--- config.mk ---
export PLATFORM = sky130hd
export DESIGN_NAME = stack_ptr_unit
export DESIGN_NICKNAME = d
export VERILOG_FILES = /design/src/rtl/stack_pkg.sv /design/src/rtl/stack_ctrl.sv /design/src/rtl/stack_dp.sv /design/src/rtl/stack_ptr_unit.sv
export SDC_FILE = /design/constraint.sdc
export NUM_CORES = 1
export LEC_CHECK = 0
export CAP_MARGIN = 30
export CORE_ASPECT_RATIO = 2
export CORE_MARGIN = 3
export CORE_UTILIZATION = 40
export DETAILED_ROUTE_END_ITERATION = 6
export PLACE_DENSITY = 0.71
export SKIP_LAST_GASP = 1
export SLEW_MARGIN = 20
export SYNTH_ARGS = -nofsm -noshare
export SYNTH_HDL_FRONTEND = slang
export SYNTH_HIERARCHICAL = 1
export SYNTH_SLANG_ARGS = --single-unit
--- constraint.sdc ---
create_clock -name clk -period 5.1 [get_ports clk]
set_input_delay 0.765 -clock clk [delete_from_list [all_inputs] [get_ports clk]]
set_output_delay 0.765 -clock clk [all_outputs]
set_load 0.01 [all_outputs]
--- src/rtl/stack_pkg.sv ---
`timescale 1ns/1ps
package stack_pkg;
  typedef enum logic [2:0] {
    OP_NOP = 3'd0, OP_PUSHB = 3'd1, OP_POPB = 3'd2,
    OP_CALL = 3'd3, OP_RET = 3'd4, OP_RETI = 3'd5
  } stackOp_e;

  typedef enum logic [1:0] {ST_IDLE, ST_PUSH2, ST_POP2} stackState_e;

  typedef struct packed {
    logic spDec;
    logic spInc;
    logic memWe;
    logic memRe;
    logic addrUp;     // address pointer+1 instead of pointer
    logic holdLoad;   // write retIn low byte, keep high byte
    logic wrSelHold;  // write the kept high byte
    logic capData;
    logic capRetHi;
    logic capRetLo;
    logic ioLo;
    logic ioHi;
  } ctrlStrobe_t;
endpackage

--- src/rtl/stack_ctrl.sv ---
`timescale 1ns/1ps
module stack_ctrl
  import stack_pkg::*;
#(
  parameter int ADDR_W  = 10,
  parameter int FLOOR   = 32'h60,
  parameter int RAM_TOP = 32'h25F
) (
  input  logic              clk,
  input  logic              rst_n,
  input  logic [2:0]        op,
  input  logic              ioWrLo,
  input  logic              ioWrHi,
  input  logic [ADDR_W-1:0] sp,
  output ctrlStrobe_t       ctrl,
  output logic              busy,
  output logic              stackErr
);
  localparam logic [ADDR_W:0] FloorW = (ADDR_W+1)'(FLOOR);
  localparam logic [ADDR_W:0] TopW   = (ADDR_W+1)'(RAM_TOP);

  stackState_e state, nextState;
  logic refuse;
  logic [ADDR_W:0] spW;
  logic pushOk1, pushOk2, popOk1, popOk2;

  assign spW     = {1'b0, sp};
  assign pushOk1 = spW >= FloorW;
  assign pushOk2 = spW >= FloorW + 1'b1;
  assign popOk1  = spW + 1'b1 <= TopW;
  assign popOk2  = spW + 2'd2 <= TopW;

  always_comb begin
    ctrl      = '0;
    nextState = state;
    refuse    = 1'b0;
    unique case (state)
      ST_PUSH2: begin
        ctrl.memWe = 1'b1; ctrl.wrSelHold = 1'b1; ctrl.spDec = 1'b1;
        nextState = ST_IDLE;
      end
      ST_POP2: begin
        ctrl.memRe = 1'b1; ctrl.addrUp = 1'b1; ctrl.capRetLo = 1'b1;
        ctrl.spInc = 1'b1;
        nextState = ST_IDLE;
      end
      default: begin
        if (ioWrLo || ioWrHi) begin
          ctrl.ioLo = ioWrLo;
          ctrl.ioHi = ioWrHi;
        end else begin
          case (op)
            OP_PUSHB:
              if (pushOk1) begin ctrl.memWe = 1'b1; ctrl.spDec = 1'b1; end
              else refuse = 1'b1;
            OP_POPB:
              if (popOk1) begin
                ctrl.memRe = 1'b1; ctrl.addrUp = 1'b1; ctrl.capData = 1'b1;
                ctrl.spInc = 1'b1;
              end else refuse = 1'b1;
            OP_CALL:
              if (pushOk2) begin
                ctrl.memWe = 1'b1; ctrl.holdLoad = 1'b1; ctrl.spDec = 1'b1;
                nextState = ST_PUSH2;
              end else refuse = 1'b1;
            OP_RET, OP_RETI:
              if (popOk2) begin
                ctrl.memRe = 1'b1; ctrl.addrUp = 1'b1; ctrl.capRetHi = 1'b1;
                ctrl.spInc = 1'b1;
                nextState = ST_POP2;
              end else refuse = 1'b1;
            default: ;
          endcase
        end
      end
    endcase
  end

  always_ff @(posedge clk or negedge rst_n) begin
    if (!rst_n) begin
      state    <= ST_IDLE;
      stackErr <= 1'b0;
    end else begin
      state    <= nextState;
      stackErr <= refuse;
    end
  end

  assign busy = (state != ST_IDLE);

  // a two-cycle transfer never stretches beyond its second cycle
  a_r5_busy_one_cycle: assert property (@(posedge clk) disable iff (!rst_n)
    busy |=> !busy);
  // read and write strobes are never raised together
  a_r3_strobe_excl: assert property (@(posedge clk) disable iff (!rst_n)
    !(ctrl.memWe && ctrl.memRe));
  // register writes are never applied during the second half
  a_r8_no_io_busy: assert property (@(posedge clk) disable iff (!rst_n)
    busy |-> !(ctrl.ioLo || ctrl.ioHi));
endmodule

--- src/rtl/stack_dp.sv ---
`timescale 1ns/1ps
module stack_dp
  import stack_pkg::*;
#(
  parameter int ADDR_W = 10
) (
  input  logic              clk,
  input  logic              rst_n,
  input  ctrlStrobe_t       ctrl,
  input  logic [7:0]        dataIn,
  input  logic [15:0]       retIn,
  input  logic [7:0]        ioWrData,
  input  logic [7:0]        memRdata,
  output logic [ADDR_W-1:0] sp,
  output logic [ADDR_W-1:0] memAddr,
  output logic [7:0]        memWdata,
  output logic [7:0]        dataOut,
  output logic [15:0]       retOut
);
  localparam int HI_W = ADDR_W - 8;

  logic [7:0] holdHi;

  assign memAddr  = ctrl.addrUp ? sp + 1'b1 : sp;
  assign memWdata = ctrl.wrSelHold ? holdHi :
                    ctrl.holdLoad  ? retIn[7:0] : dataIn;

  always_ff @(posedge clk or negedge rst_n) begin
    if (!rst_n) begin
      sp      <= '0;
      holdHi  <= '0;
      dataOut <= '0;
      retOut  <= '0;
    end else begin
      if (ctrl.spDec) sp <= sp - 1'b1;
      else if (ctrl.spInc) sp <= sp + 1'b1;
      else begin
        if (ctrl.ioLo) sp[7:0] <= ioWrData;
        if (ctrl.ioHi) sp[ADDR_W-1:8] <= ioWrData[HI_W-1:0];
      end
      if (ctrl.holdLoad) holdHi <= retIn[15:8];
      if (ctrl.capData)  dataOut <= memRdata;
      if (ctrl.capRetHi) retOut[15:8] <= memRdata;
      if (ctrl.capRetLo) retOut[7:0] <= memRdata;
    end
  end

  // the high byte lands one address below the low byte
  a_r5_push_adjacent: assert property (@(posedge clk) disable iff (!rst_n)
    (ctrl.memWe && ctrl.wrSelHold) |-> memAddr == $past(memAddr) - 1'b1);
  // the low byte is fetched one address above the high byte
  a_r6_pop_adjacent: assert property (@(posedge clk) disable iff (!rst_n)
    ctrl.capRetLo |-> memAddr == $past(memAddr) + 1'b1);
endmodule

--- src/rtl/stack_ptr_unit.sv ---
`timescale 1ns/1ps
module stack_ptr_unit
  import stack_pkg::*;
#(
  parameter int ADDR_W  = 10,
  parameter int FLOOR   = 32'h60,
  parameter int RAM_TOP = 32'h25F
) (
  input  logic              clk,
  input  logic              rst_n,
  input  logic [2:0]        op,
  input  logic [7:0]        dataIn,
  input  logic [15:0]       retIn,
  input  logic              ioWrLo,
  input  logic              ioWrHi,
  input  logic [7:0]        ioWrData,
  output logic [7:0]        spLo,
  output logic [7:0]        spHi,
  output logic [7:0]        dataOut,
  output logic [15:0]       retOut,
  output logic              busy,
  output logic              stackErr,
  output logic [ADDR_W-1:0] memAddr,
  output logic              memWe,
  output logic [7:0]        memWdata,
  output logic              memRe,
  input  logic [7:0]        memRdata
);
  localparam int HI_W = ADDR_W - 8;

  ctrlStrobe_t ctrl;
  logic [ADDR_W-1:0] sp;

  stack_ctrl #(.ADDR_W(ADDR_W), .FLOOR(FLOOR), .RAM_TOP(RAM_TOP)) u_ctrl (
    .clk(clk), .rst_n(rst_n), .op(op), .ioWrLo(ioWrLo), .ioWrHi(ioWrHi),
    .sp(sp), .ctrl(ctrl), .busy(busy), .stackErr(stackErr));

  stack_dp #(.ADDR_W(ADDR_W)) u_dp (
    .clk(clk), .rst_n(rst_n), .ctrl(ctrl), .dataIn(dataIn), .retIn(retIn),
    .ioWrData(ioWrData), .memRdata(memRdata), .sp(sp), .memAddr(memAddr),
    .memWdata(memWdata), .dataOut(dataOut), .retOut(retOut));

  assign memWe = ctrl.memWe;
  assign memRe = ctrl.memRe;
  assign spLo  = sp[7:0];
  assign spHi  = {{(8-HI_W){1'b0}}, sp[ADDR_W-1:8]};

  // no write below the floor, no read above the top
  a_r7_floor: assert property (@(posedge clk) disable iff (!rst_n)
    memWe |-> int'(memAddr) >= FLOOR);
  a_r7_ceiling: assert property (@(posedge clk) disable iff (!rst_n)
    memRe |-> int'(memAddr) <= RAM_TOP);
  // a refused operation left the pointer where it was
  a_r7_err_holds_sp: assert property (@(posedge clk) disable iff (!rst_n)
    stackErr |-> (spLo == $past(spLo) && spHi == $past(spHi)));
endmodule

# After elaboration in Yosys (flattened, before gate mapping)
# Cells that the tools add are included.
word_totals:
  elab_cells: 77
  regBits: 45
op_classes:
  eq_ne: 10
  reduce_logical: 8
  n_mux: 43
  n_addsub: 4
  order_cmp: 4
ops:
  columns: ["op", "count"]
  rows:
  - ["two-way mux 10 bit", 3]
  - ["two-way mux 8 bit", 3]
  - ["<= comparator 11 x 10 -> 1 bit, second input constant", 2]
  - ["two-way mux 2 bit", 11]
  - [">= comparator 10 x 7 -> 1 bit, second input constant", 2]
  - ["two-way mux 1 bit", 16]
  - ["one-hot mux 2 bit (2 select lines)", 3]
  - ["adder 10 x 1 -> 11 bit, second input constant", 1]
  - ["adder 10 x 2 -> 11 bit, second input constant", 1]
  - ["adder 10 x 1 -> 10 bit, second input constant", 1]
  - ["one-hot mux 1 bit (2 select lines)", 5]
  - ["subtractor 10 x 1 -> 10 bit, second input constant", 1]
  - ["nonzero test 3 bit", 3]
  - ["== test 3 x 2 -> 1 bit, second input constant", 2]
  - ["== test 3 bit, second input constant", 2]
  - ["two-way mux 6 bit", 1]
  - ["inequality test 3 x 2 -> 1 bit, second input constant", 2]
  - ["one-hot mux 1 bit (4 select lines)", 1]
  - ["AND reduction 4 bit", 1]
  - ["OR reduction 2 bit", 2]
  - ["== test 3 x 1 -> 1 bit, second input constant", 1]
  - ["== test 2 x 1 -> 1 bit, second input constant", 1]
  - ["== test 2 bit, second input constant", 1]
  - ["inequality test 2 bit, second input constant", 1]
  - ["2 further kinds", 2]

# Depth between registers and ports, before layout
depth:
  depth_word: 8
  ltp_mapped: 15
  ltp_nobuf: 12

# Modules after synthesis
# The synthesis kept the hierarchy.
by_module_without_submodules:
  columns: ["mod", "area_each_um2", "seq_area_each_um2", "instances", "cells_each"]
  rows:
  - ["stack_dp", 2462.4, 1051.0, 1, 232]
  - ["stack_ctrl", 845.8, 75.1, 1, 108]
  - ["stack_ptr_unit", 48.8, 0.0, 1, 7]

# Worst setup path after synthesis
# No wires, ideal clock.
synth_path:
  path_type: "reg-to-output"
  start: "register u_dp.sp[1]"
  end: "output memAddr[8]"
  setup_slack_ns: 1.566
  t_arrival_ns: 2.769
  path_stages_with_launch: 12
  path_cell_list: "dfrtp_1 inv_1 ha_1 o22ai_1 nor4b_1 a2111oi_0 o22a_2 a221o_1 clkbuf_1 nand2_1 nor2_1 xor2_1"
synth_rtl:
  columns: ["element", "line_no", "text"]
  rows:
  - ["start: declaration", "stack_dp.sv:14", "output logic [ADDR_W-1:0] sp,"]
  - ["start signal: assignment", "stack_dp.sv:35", "if (ctrl.spDec) sp <= sp - 1'b1;"]
  - ["start signal: assignment", "stack_dp.sv:36", "else if (ctrl.spInc) sp <= sp + 1'b1;"]
  - ["start signal: assignment", "stack_dp.sv:38", "if (ctrl.ioLo) sp[7:0] <= ioWrData;"]
  - ["end: declaration", "stack_ptr_unit.sv:23", "output logic [ADDR_W-1:0] memAddr,"]

# Final worst setup path
layout_path:
  start: "register u_dp.sp[1]"
  end: "output memAddr[3]"
layout_between:
  elab_chain_cells: 7
  elab_cells_between_ends: 11
  cone_classes: "3 x add/sub; 2 x order compare; 6 x mux"
layout_rtl:
  columns: ["element", "line_no", "text"]
  rows:
  - ["adder 10 x 2 -> 11 bit or adder 10 x 1 -> 11 bit (tied branches)", "stack_ctrl.sv:31, stack_ctrl.sv:30", null]
  - ["<= comparator 11 x 10 -> 1 bit, on equally long branches", "stack_ctrl.sv:31, stack_ctrl.sv:30", null]
  - ["two-way mux 2 bit, on equally long branches", "stack_ctrl.sv:67, stack_ctrl.sv:57", null]
  - ["one-hot mux 2 bit (2 select lines)", "stack_ctrl.sv:52", "case (op)"]
  - ["two-way mux 6 bit", "stack_ctrl.sv:48", "if (ioWrLo || ioWrHi) begin"]
  - ["one-hot mux 2 bit (2 select lines)", "stack_ctrl.sv:37", "unique case (state)"]
  - ["two-way mux 10 bit (*)", "stack_dp.sv:24", "assign memAddr = ctrl.addrUp ? sp + 1'b1 : sp;"]
# Mark *: on every way between the ends. The rest lies on a longest branch, timed or not.

==> results.ini <==
[clock_tree]
cts-buffers-inserted=5
cts_buffer_depth=2
hold_buffers=0
cts_setup_buffers=0
cts.sinks=45
cts_tree=built
clock_latency_ns=0.29
root_buffer=clkbuf_16
cts_resized=0
htreeDepth=2
clkTransAtPathRegs_ns=0.07

[placed_design]
dp_hpwl_mm=7.005
routabilityCongestion=0.8323
port_buffers=102

[power]
p_per_area_mw_per_mm2=585.9
pwr-share-clk_pct=12.6
cell_internal_pwr_mw=1.539
swShare_pct=41.41
cellLeakagePower_nw=1.730
p_switching_mw=1.088
power_frac_seq_pct=28.5
ir_worst_vdd_uv=420.2
pwr-share-comb_pct=58.9

[timing]
hold_viol_final=0
fin_skew_ns=0.009870
setup_viol=0
slew_headroom_pct=59.81
setup_tns_ns=0
timing.fmax_mhz=208.6
drv_slew=0
rsz0062_at_grt=false
fin_crit_sh_pct=93.99
worst_pin_slew_ns=0.6028
period_minus_slack_ns=4.793

[grt]
grt_pass1_wl_mm=14.86
antenna_found_initial=0
grt_max_degree=46
grt_remaining_overflow=0
grt_pass1_vias=3066
grt_usage_pct=19.40

[yosys]
synth_flop_cell=dfrtp_1
synth_edf_count=0
ys_async_sr_fraction_pct=100.0
synth_cells=347
synth_top_area_share_pct=33.54
synth_area_mm2=0.003357
yosys.area.top_type=dfrtp_1
synthTopCellsByArea=dfrtp_1, mux2_2, xnor2_1
yosysUniqueCellTypes=65
ys_ff_latch=45
syn_area_per_cell_um2=9.674
yosys_warnings=6
seq_area_frac_synth_pct=33.54
synthMostInstantiatedCell=dfrtp_1
synthTopCellsByCount=dfrtp_1, mux2_2, nand2_1, xnor2_1

[die]
ios=109
die_y_um=135.6
coreArea_mm2=0.008058
dieArea_mm2=0.009595
initial_utilization_pct=41.66
row_count=46
chipWidth_um=70.78

[drt]
ant_nets=0
firstDrtPassIters=4
drt_iter0_markers=198
vias_per_cell=5.604
vias=3004
drc_errors=0
routed_wl_mm=9.340
wl_per_cell_um=17.43

[flow_run]
drv_cap=0

[critical_path]
r2r_cells=14
regToRegStartpoint=u_dp/sp[1]
cp.required_ns=4.34
reg2reg_to=u_dp/sp[4]
worst-setup-path-type=flop to output port
endpoint_kind=output port
startpoint_type=flop
cp_data_arrival_time_ns=4.03
crit_fanout=14
r2r_slack_ns=1.15

[final_layout]
utilization_pct=55.64
drive_gt1_share_pct=16.14
nets=498
area_growth_pct=33.54
num_antenna_cells=0

[min_path]
min-delay-path-class=flop to flop
hold_depth=1
holdPathEnd=u_dp/holdHi[1]
hp-start=u_dp/holdHi[1]

[outcome]
status=complete, no violations

layout by cell type (no fill, tap or decap), drive strengths merged, types with 13 or more instances in the layout:
cell	n
nand3	13
dfrtp	45
o21ai	16
nand2	24
clkdlybuf4s50	101
buf	14
xnor2	18
mux2	34
nor2	16
per-stage QoR:
step / setup WS, ns / power (mW) / instances / hold WS, ns / cell area (µm²)
final: 0.3067 / 2.627 / 536 / 0.5052 / 4483
after global routing: 0.1039 / 2.805 / 536 / 0.5223 / 4483
after CTS: 0.3449 / 2.637 / 535 / 0.5097 / 4476
after detailed placement: 0.6856 / 2.292 / 527 / 0.4949 / 4329
after global placement: 0.7368 / 2.262 / 527 / 0.4890 / 4329
after floorplan: 1.566 / 1.666 / 352 / 0.4694 / 3376
layout make-up:
cell class,instances,area [µm²]
repair buffers,115,1114
fillers,728,3575
clock buffers,5,125.1
clock inverters,3,21.27
multi-input cells,261,1936
inverters,11,41.29
flip-flops and latches,45,1126
well taps,96,120.1
worst max path at each step:
stage / slack, ns / to / cells past startpoint / start
floorplan: 1.57 / memAddr[8] / 11 / u_dp/sp[1]
global placement: 0.74 / memAddr[1] / 11 / u_dp/sp[1]
detailed placement: 0.69 / memAddr[3] / 12 / u_dp/sp[1]
CTS: 0.34 / memAddr[3] / 12 / u_dp/sp[1]
global route: 0.10 / memAddr[3] / 12 / u_dp/sp[1]
finish: 0.31 / memAddr[3] / 12 / u_dp/sp[1]
worst max-delay path, cell delays in order, from the launching register on:
cell and delay, ns:
dfrtp_1 0.66, ha_1 0.37, nand3_1 0.17, nor3_1 0.25, xnor2_1 0.11, a31oi_1 0.37, nor2_1 0.10, buf_4 0.18
a221o_1 0.44, buf_4 0.25, nand4_1 0.11, xnor2_1 0.15, clkdlybuf4s50_1 0.57
sequential cells by signal, indices dropped and copies added (netlist names):
| name | flops |
|---|---|
| u_ctrl/stackErr | 1 |
| u_ctrl/state | 2 |
| u_dp/dataOut | 8 |
| u_dp/holdHi | 8 |
| u_dp/retOut | 16 |
| u_dp/sp | 10 |
cells by family (layout without fill, tap and decap cells):
| group | count (synthesis) | after routing | synth area share [%] |
|---|---|---|---|
| and+or+nand+nor | 110 | 110 | 18.41 |
| AOI/OAI and AO/OA | 63 | 63 | 12.67 |
| muxes | 46 | 46 | 14.98 |
| buffers and inverters | 46 | 134 | 9.541 |
| DFF | 45 | 45 | 33.54 |
| xor gates and xnor gates | 24 | 24 | 6.262 |
| adders and majority gates | 12 | 12 | 4.472 |
| other | 1 | 6 | 0.1117 |
per-layer routing:
| layer | track usage (%) | up-vias | part of all wire [%] |
|---|---|---|---|
| met5 | 0 | - | 0 |
| met3 | 3.492 | 17 | 5.3 |
| met4 | 8.577 | 0 | 2.7 |
| li1 | - | 1420 | - |
| met2 | 35.68 | 114 | 56 |
| met1 | 21.17 | 1453 | 36 |
power groups by stage:
stage,Combinational [mW],Sequential (mW),Clock [mW]
after floorplan,0.928,0.738,0
after global placement,1.52,0.743,0
after detailed placement,1.54,0.753,0
after CTS,1.55,0.748,0.343
after global routing,1.67,0.781,0.353
final,1.55,0.748,0.331
No activity file was read; power rests on OpenSTA's default activity.
